[config.mk]
export PLATFORM = sky130hd
export DESIGN_NAME = mon_handshake
export DESIGN_NICKNAME = d
export VERILOG_FILES = /design/src/rtl/mon_pkg.sv /design/src/rtl/mon_idle_cnt.sv /design/src/rtl/mon_ctrl.sv /design/src/rtl/mon_dpath.sv /design/src/rtl/mon_handshake.sv
export SDC_FILE = /design/constraint.sdc
export NUM_CORES = 1
export LEC_CHECK = 0
export BUFFER_PORTS_ARGS = -buffer_cell sky130_fd_sc_hd__buf_2
export CAP_MARGIN = 25
export CORE_MARGIN = 3
export CORE_UTILIZATION = 46
export DETAILED_ROUTE_END_ITERATION = 7
export HOLD_SLACK_MARGIN = 0.12
export PLACE_DENSITY = 0.77
export SLEW_MARGIN = 20
export SYNTH_ARGS = -nofsm -noshare
export SYNTH_HDL_FRONTEND = slang
export SYNTH_SLANG_ARGS = --single-unit
export TNS_END_PERCENT = 30
[constraint.sdc]
create_clock -name clk -period 1.65 [get_ports clk]
set_input_delay 0.0825 -clock clk [delete_from_list [all_inputs] [get_ports clk]]
set_output_delay 0.0825 -clock clk [all_outputs]
set_load 0.005 [all_outputs]
[src/rtl/mon_pkg.sv]
package mon_pkg;

  typedef struct packed {
    logic loadTx;
    logic sendTx;
    logic releaseTx;
    logic captureRx;
    logic ackRx;
    logic releaseAck;
  } monStrobes_t;

  typedef enum logic [1:0] {
    TX_IDLE = 2'd0,
    TX_PEND = 2'd1,
    TX_SEND = 2'd2
  } txState_t;

endpackage

[src/rtl/mon_idle_cnt.sv]
module mon_idle_cnt #(
  parameter int IDLE_FRAMES = 2
) (
  input  logic clk,
  input  logic rstN,
  input  logic advance,
  input  logic quiet,
  output logic isIdle
);
  localparam int CNT_W = $clog2(IDLE_FRAMES + 1);
  localparam logic [CNT_W-1:0] LIMIT = CNT_W'(IDLE_FRAMES);

  logic [CNT_W-1:0] cnt;

  always_ff @(posedge clk or negedge rstN) begin
    if (!rstN) begin
      cnt <= '0;
    end else if (advance) begin
      if (!quiet) begin
        cnt <= '0;
      end else if (cnt < LIMIT) begin
        cnt <= cnt + 1'b1;
      end
    end
  end

  assign isIdle = (cnt == LIMIT);


  no_overrun_chk: assert property (@(posedge clk) disable iff (!rstN)
    cnt <= LIMIT);


  restart_chk: assert property (@(posedge clk) disable iff (!rstN)
    (advance && !quiet) |=> !isIdle);

endmodule

[src/rtl/mon_ctrl.sv]
module mon_ctrl
  import mon_pkg::*;
(
  input  logic        clk,
  input  logic        rstN,
  input  logic        frameTick,
  input  logic        txValid,
  input  logic        txAbort,
  input  logic        lineRxMx,
  input  logic        lineRxMr,
  input  logic        txChanIdle,
  output monStrobes_t strb,
  output logic        txReady
);
  txState_t state, nextState;
  logic     abortPend;
  logic     prevRxMx;

  always_comb begin
    strb      = '0;
    nextState = state;
    if (state == TX_IDLE && txValid) begin
      strb.loadTx = 1'b1;
      nextState   = TX_PEND;
    end
    if (frameTick) begin
      if (txAbort || abortPend) begin
        strb.releaseTx = 1'b1;
        nextState      = TX_IDLE;
      end else if (state == TX_PEND && txChanIdle) begin
        strb.sendTx = 1'b1;
        nextState   = TX_SEND;
      end else if (state == TX_SEND && !lineRxMr) begin
        strb.releaseTx = 1'b1;
        nextState      = TX_IDLE;
      end
      if (prevRxMx && !lineRxMx) begin
        strb.captureRx = 1'b1;
        strb.ackRx     = 1'b1;
      end else begin
        strb.releaseAck = 1'b1;
      end
    end
  end

  always_ff @(posedge clk or negedge rstN) begin
    if (!rstN) begin
      state     <= TX_IDLE;
      abortPend <= 1'b0;
      prevRxMx  <= 1'b1;
    end else begin
      state <= nextState;
      if (frameTick) begin
        abortPend <= 1'b0;
        prevRxMx  <= lineRxMx;
      end else if (txAbort) begin
        abortPend <= 1'b1;
      end
    end
  end

  assign txReady = (state == TX_IDLE);


  one_load_chk: assert property (@(posedge clk) disable iff (!rstN)
    (strb.loadTx && !frameTick) |=> !txReady);


  abort_wins_chk: assert property (@(posedge clk) disable iff (!rstN)
    (frameTick && abortPend) |=> txReady);


  strobe_excl_chk: assert property (@(posedge clk) disable iff (!rstN)
    $onehot0({strb.sendTx, strb.releaseTx}) && $onehot0({strb.captureRx, strb.releaseAck}));

endmodule

[src/rtl/mon_dpath.sv]
module mon_dpath
  import mon_pkg::*;
#(
  parameter int DATA_W      = 8,
  parameter int IDLE_FRAMES = 2
) (
  input  logic              clk,
  input  logic              rstN,
  input  logic              frameTick,
  input  monStrobes_t       strb,
  input  logic [DATA_W-1:0] txByte,
  input  logic [DATA_W-1:0] lineRxByte,
  input  logic              lineRxMx,
  input  logic              lineRxMr,
  output logic [DATA_W-1:0] lineTxByte,
  output logic              lineTxMx,
  output logic              lineTxMr,
  output logic [DATA_W-1:0] rxByte,
  output logic              rxValid,
  output logic              txChanIdle
);
  logic [DATA_W-1:0] holdByte;
  logic [DATA_W-1:0] rxHeld;
  logic              rxChanIdle;

  mon_idle_cnt #(.IDLE_FRAMES(IDLE_FRAMES)) u_txIdle (
    .clk    (clk),
    .rstN   (rstN),
    .advance(frameTick),
    .quiet  (lineTxMx && lineRxMr),
    .isIdle (txChanIdle)
  );

  mon_idle_cnt #(.IDLE_FRAMES(IDLE_FRAMES)) u_rxIdle (
    .clk    (clk),
    .rstN   (rstN),
    .advance(frameTick),
    .quiet  (lineRxMx && lineTxMr),
    .isIdle (rxChanIdle)
  );

  always_ff @(posedge clk or negedge rstN) begin
    if (!rstN) begin
      holdByte   <= '1;
      lineTxByte <= '1;
      lineTxMx   <= 1'b1;
      lineTxMr   <= 1'b1;
      rxHeld     <= '1;
      rxValid    <= 1'b0;
    end else begin
      if (strb.loadTx) holdByte <= txByte;
      if (strb.sendTx) begin
        lineTxByte <= holdByte;
        lineTxMx   <= 1'b0;
      end else if (strb.releaseTx) begin
        lineTxByte <= '1;
        lineTxMx   <= 1'b1;
      end
      if (strb.ackRx)           lineTxMr <= 1'b0;
      else if (strb.releaseAck) lineTxMr <= 1'b1;
      if (strb.captureRx) rxHeld <= lineRxByte;
      rxValid <= strb.captureRx;
    end
  end

  assign rxByte = rxChanIdle ? '1 : rxHeld;


  start_needs_idle_chk: assert property (@(posedge clk) disable iff (!rstN)
    $fell(lineTxMx) |-> $past(txChanIdle));


  frame_aligned_chk: assert property (@(posedge clk) disable iff (!rstN)
    !frameTick |=> ($stable(lineTxMx) && $stable(lineTxMr) && $stable(lineTxByte)));


  byte_held_chk: assert property (@(posedge clk) disable iff (!rstN)
    (!lineTxMx && $past(!lineTxMx)) |-> $stable(lineTxByte));


  ack_with_valid_chk: assert property (@(posedge clk) disable iff (!rstN)
    rxValid |-> !lineTxMr);

endmodule

[src/rtl/mon_handshake.sv]
module mon_handshake
  import mon_pkg::*;
#(
  parameter int DATA_W      = 8,
  parameter int IDLE_FRAMES = 2
) (
  input  logic              clk,
  input  logic              rstN,
  input  logic              frameTick,
  input  logic [DATA_W-1:0] txByte,
  input  logic              txValid,
  output logic              txReady,
  input  logic              txAbort,
  output logic [DATA_W-1:0] rxByte,
  output logic              rxValid,
  input  logic [DATA_W-1:0] lineRxByte,
  input  logic              lineRxMx,
  input  logic              lineRxMr,
  output logic [DATA_W-1:0] lineTxByte,
  output logic              lineTxMx,
  output logic              lineTxMr
);
  monStrobes_t strb;
  logic        txChanIdle;

  mon_ctrl u_ctrl (
    .clk       (clk),
    .rstN      (rstN),
    .frameTick (frameTick),
    .txValid   (txValid),
    .txAbort   (txAbort),
    .lineRxMx  (lineRxMx),
    .lineRxMr  (lineRxMr),
    .txChanIdle(txChanIdle),
    .strb      (strb),
    .txReady   (txReady)
  );

  mon_dpath #(.DATA_W(DATA_W), .IDLE_FRAMES(IDLE_FRAMES)) u_dpath (
    .clk       (clk),
    .rstN      (rstN),
    .frameTick (frameTick),
    .strb      (strb),
    .txByte    (txByte),
    .lineRxByte(lineRxByte),
    .lineRxMx  (lineRxMx),
    .lineRxMr  (lineRxMr),
    .lineTxByte(lineTxByte),
    .lineTxMx  (lineTxMx),
    .lineTxMr  (lineTxMr),
    .rxByte    (rxByte),
    .rxValid   (rxValid),
    .txChanIdle(txChanIdle)
  );

endmodule

==> impl_metrics.py <==
metrics = {
    "outcome": {
        "outcome": "complete, but fails checks",
        "violations_in_the_final_reports": "setup timing",
    },
    "setup_path": {
        "path_cells": "inv_2 > ha_4 > nand3b_1 > or4b_4 > buf_4 > mux2_4",
        "required_ps": 1930,
        "reg2regPathDepth": 6,
        "top_cell_family_by_delay_on_the_critical_path": "simple AND/OR/NAND/NOR gates",
        "critical_path.max_stage_delay_ps": 520,
        "r2r_start": "u_dpath.u_txIdle.cnt[0]$_DFFE_PN0P_",
        "cpMaxStageDelayCell": "or4b_4",
        "worstSetupPathType": "reg2reg",
        "critical_path.n_buffers_inverters": 2,
        "cp-start-kind": "register",
        "critPathArrivalTime_ps": 2050,
        "path_max_fanout": 4,
        "critical_path_cell_count": 6,
        "crit_path_end_kind": "register",
        "crit_path_start": "u_dpath.u_txIdle.cnt[0]$_DFFE_PN0P_",
    },
    "placed_design": {
        "gpl.final_weighted_congestion": 0.7850,
        "dpl_cell_area_um2": 1853,
        "place.detailed.instances": 205,
        "place_hpwl_um": 2138,
        "dpl_worst_slack_ps": -138.2,
        "port-buffer-count": 42,
    },
    "synthesis": {
        "synthesis.yosys.warnings": 0,
        "post-synth-top-area-fraction_pct": 45.65,
        "syn_avg_cell_area_um2": 13.51,
        "synth_nets": 140,
        "synth.ff_latch_count": 35,
        "synth_area_leader_cell": "dfstp_2",
        "post_synth_instance_area_um2": 1554,
        "synth_seq_area_share_pct": 58.53,
        "synthCells": 115,
        "post_synth_main_area_contributors": "dfstp_2 (46%), dfrtp_1 (13%), mux2_2 (12%)",
        "yosysUniqueCellTypes": 23,
    },
    "power_and_ir_drop": {
        "cellPowerDensity_nw_per_um2": 1224,
        "total_chip_power_uw": 2774,
        "power.ir.vdd_worst_v": 0.0007758,
        "p_leak_uw": 0.001030,
    },
    "clocking": {
        "cts_buffer_depth": 2,
        "clock-sinks": 35,
        "tritoncts": "built",
        "clkSlewWorstSetupHoldPaths_ps": 110,
        "clockRootBuffer": "clkbuf_4",
        "cts_htree_levels": 2,
        "total_clock_buffers_created_by_cts": 5,
        "clk-insertion-delay-late_ps": 340,
    },
    "sta": {
        "timing.final.max_slew_violations": 0,
        "finalCritPeriodShare_pct": 107.3,
        "hold_slack_ps": 163.0,
        "fmax_ghz": 0.5647,
        "timing.max_slew.rel_slack_pct": 50.89,
        "rsz_0062_raised_after_global_routing": "true",
        "fin_crit_ps": 1771,
        "worst_pin_slew_ps": 736.6,
        "setup_violations": 11,
        "hold_viol": 0,
        "setup_ws_ps": -121.0,
        "timing.clock.skew_ps": 12.96,
    },
    "detailed_routing": {
        "ant_nets": 0,
        "wirelength_um": 3504,
        "drcViolationCount": 0,
        "firstDrtPassIters": 4,
        "via_count_normalized_by_instance_count": 4.931,
        "detail_route.wl_per_cell_um": 14.30,
        "routed-via-count": 1208,
        "drt-initial-drc-count": 13,
    },
    "global_routing": {
        "grt_pass1_wl_um": 5733,
        "number_of_antenna_violations_at_the_first_check_in_global_routing": 0,
        "grt_overflow": 0,
        "global_route.usage.total_pct": 17.98,
        "grt_max_degree": 36,
        "grt_pass1_vias": 1273,
    },
    "job": {
        "maxCapViolations": 0,
    },
    "final_layout": {
        "antenna-diode-count": 0,
        "drive_gt1_share_pct": 66.67,
        "layout-area-overhead-vs-synth_pct": 45.89,
        "final_cells": 245,
        "final_area_um2": 2267,
        "final_cell_mix": "buf_2 (42), dfstp_2 (27), dlygate4sd3_1 (23), mux2_2 (17)",
        "final_net_count": 225,
        "layout_commonest_cell": "buf_2",
    },
    "floorplanning": {
        "die_h_um": 64.12,
        "ios": 43,
        "fp.coreArea_um2": 3128,
        "floorplan.rows": 20,
        "die_width_um": 64.12,
        "floorplan.die_area_um2": 4111,
        "initial_core_util_pct": 49.68,
    },
    "min_path": {
        "worstHoldPathCells": 3,
        "worstHoldPathType": "in2reg",
        "worst_hold_startpoint": "frameTick",
    },
}
-- where the power goes --
group	total, uW	switching [uW]	leakage, uW	internal (uW)
logic	1000	382	0.000615	622
clock network	454	289	0.0000282	164
registers	1320	141	0.000387	1170
total	2770	812	0.00103	1960
-- synthesized netlist by cell type --
cell type,count
buf_4,1
o21a_1,2
a41o_1,1
dfstp_2,27
nor3b_2,1
nor3b_1,1
dfrtp_1,8
or2_2,9
ha_1,2
inv_1,6
o21ai_0,1
nand3b_1,2
nand3_1,1
or4b_1,1
clkbuf_1,1
and4bb_2,1
or3_1,8
mux2_4,8
a21oi_1,7
nand2_1,2
nor2_1,7
mux2_2,17
o22ai_1,1
-- per-layer routing --
metal  global-route usage (%)  share of wire (%)  vias up  wire [um]
li1                         -                  -      571          -
met1                    21.40                 41      600       1421
met2                    32.39                 54       33       1904
met3                    3.691                4.3        4        152
met4                    5.541               0.74        0         26
met5                        0                  0        -          0
-- cells by family (layout without fill, tap and decap cells) --
| group | Yosys count | after routing | share of synthesized area [%] |
|---|---|---|---|
| buffers and inverters | 8 | 94 | 2.174 |
| flip-flops | 35 | 35 | 58.53 |
| adder cells (fa/ha/maj) | 2 | 2 | 1.610 |
| AND/OR/NAND/NOR | 33 | 33 | 13.04 |
| multiplexers | 25 | 25 | 20.05 |
| AO/OA/AOI/OAI | 12 | 12 | 4.589 |
-- worst register-to-register path, cell delays in order (launching register included) --
cell and delay, ps:
dfrtp_1 400, inv_2 80, ha_4 120, nand3b_1 110
or4b_4 520, buf_4 180, mux2_4 290
-- metrics by stage --
stage               utilization [%]  TNS (ps)
floorplan                         -    -42.60
global placement              59.24    -566.9
detailed placement            59.24     -1012
CTS                           70.60    -828.3
global route                  72.48     -1719
finish                        72.48     -1032
-- layout make-up --
type	count	area (um2)
sequential	35	909.6
timing repair buffer	80	575.6
inverter	6	22.52
tap	44	55.05
clock inverter	2	12.51
fill	216	860.8
multi-input combinational	72	650.6
clock buffer	6	41.29
-- repair_timing --
item                                    CTS  global route
resized for setup                         5            11
cloned                                    1             0
setup buffers                             7             1
hold endpoints to repair                 30             0
pin swaps                                 0             4
hold buffers                             23             0
endpoints found under the setup margin    8            20
-- sequential cells by signal, indices dropped and copies added, names as in the netlist --
| signal | cells |
|---|---|
| u_dpath.holdByte | 8 |
| u_dpath.u_rxIdle.cnt | 2 |
| u_ctrl.abortPend | 1 |
| u_ctrl.prevRxMx | 1 |
| u_dpath.lineTxMx | 1 |
| u_dpath.lineTxMr | 1 |
| u_dpath.u_txIdle.cnt | 2 |
| u_ctrl.state | 2 |
| u_dpath.rxValid | 1 |
| u_dpath.rxHeld | 8 |
| u_dpath.lineTxByte | 8 |
-- final timing paths --
| kind | slack, ps | end |
|---|---|---|
| worst max-delay path | -120 | u_dpath.lineTxByte[2]$_DFFE_PN1P_ |
| worst min-delay path | 160 | u_dpath.u_txIdle.cnt[0]$_DFFE_PN0P_ |
| worst max register to register | -120 | u_dpath.lineTxByte[2]$_DFFE_PN1P_ |
| worst min register to register | 530 | u_dpath.lineTxMr$_DFFE_PN1P_ |
| max in group asynchronous | 840 | u_ctrl.state[0]$_DFF_PN0_ |
| min in group asynchronous | 330 | u_dpath.u_rxIdle.cnt[0]$_DFFE_PN0P_ |
No activity file was read; power rests on OpenSTA's default activity.
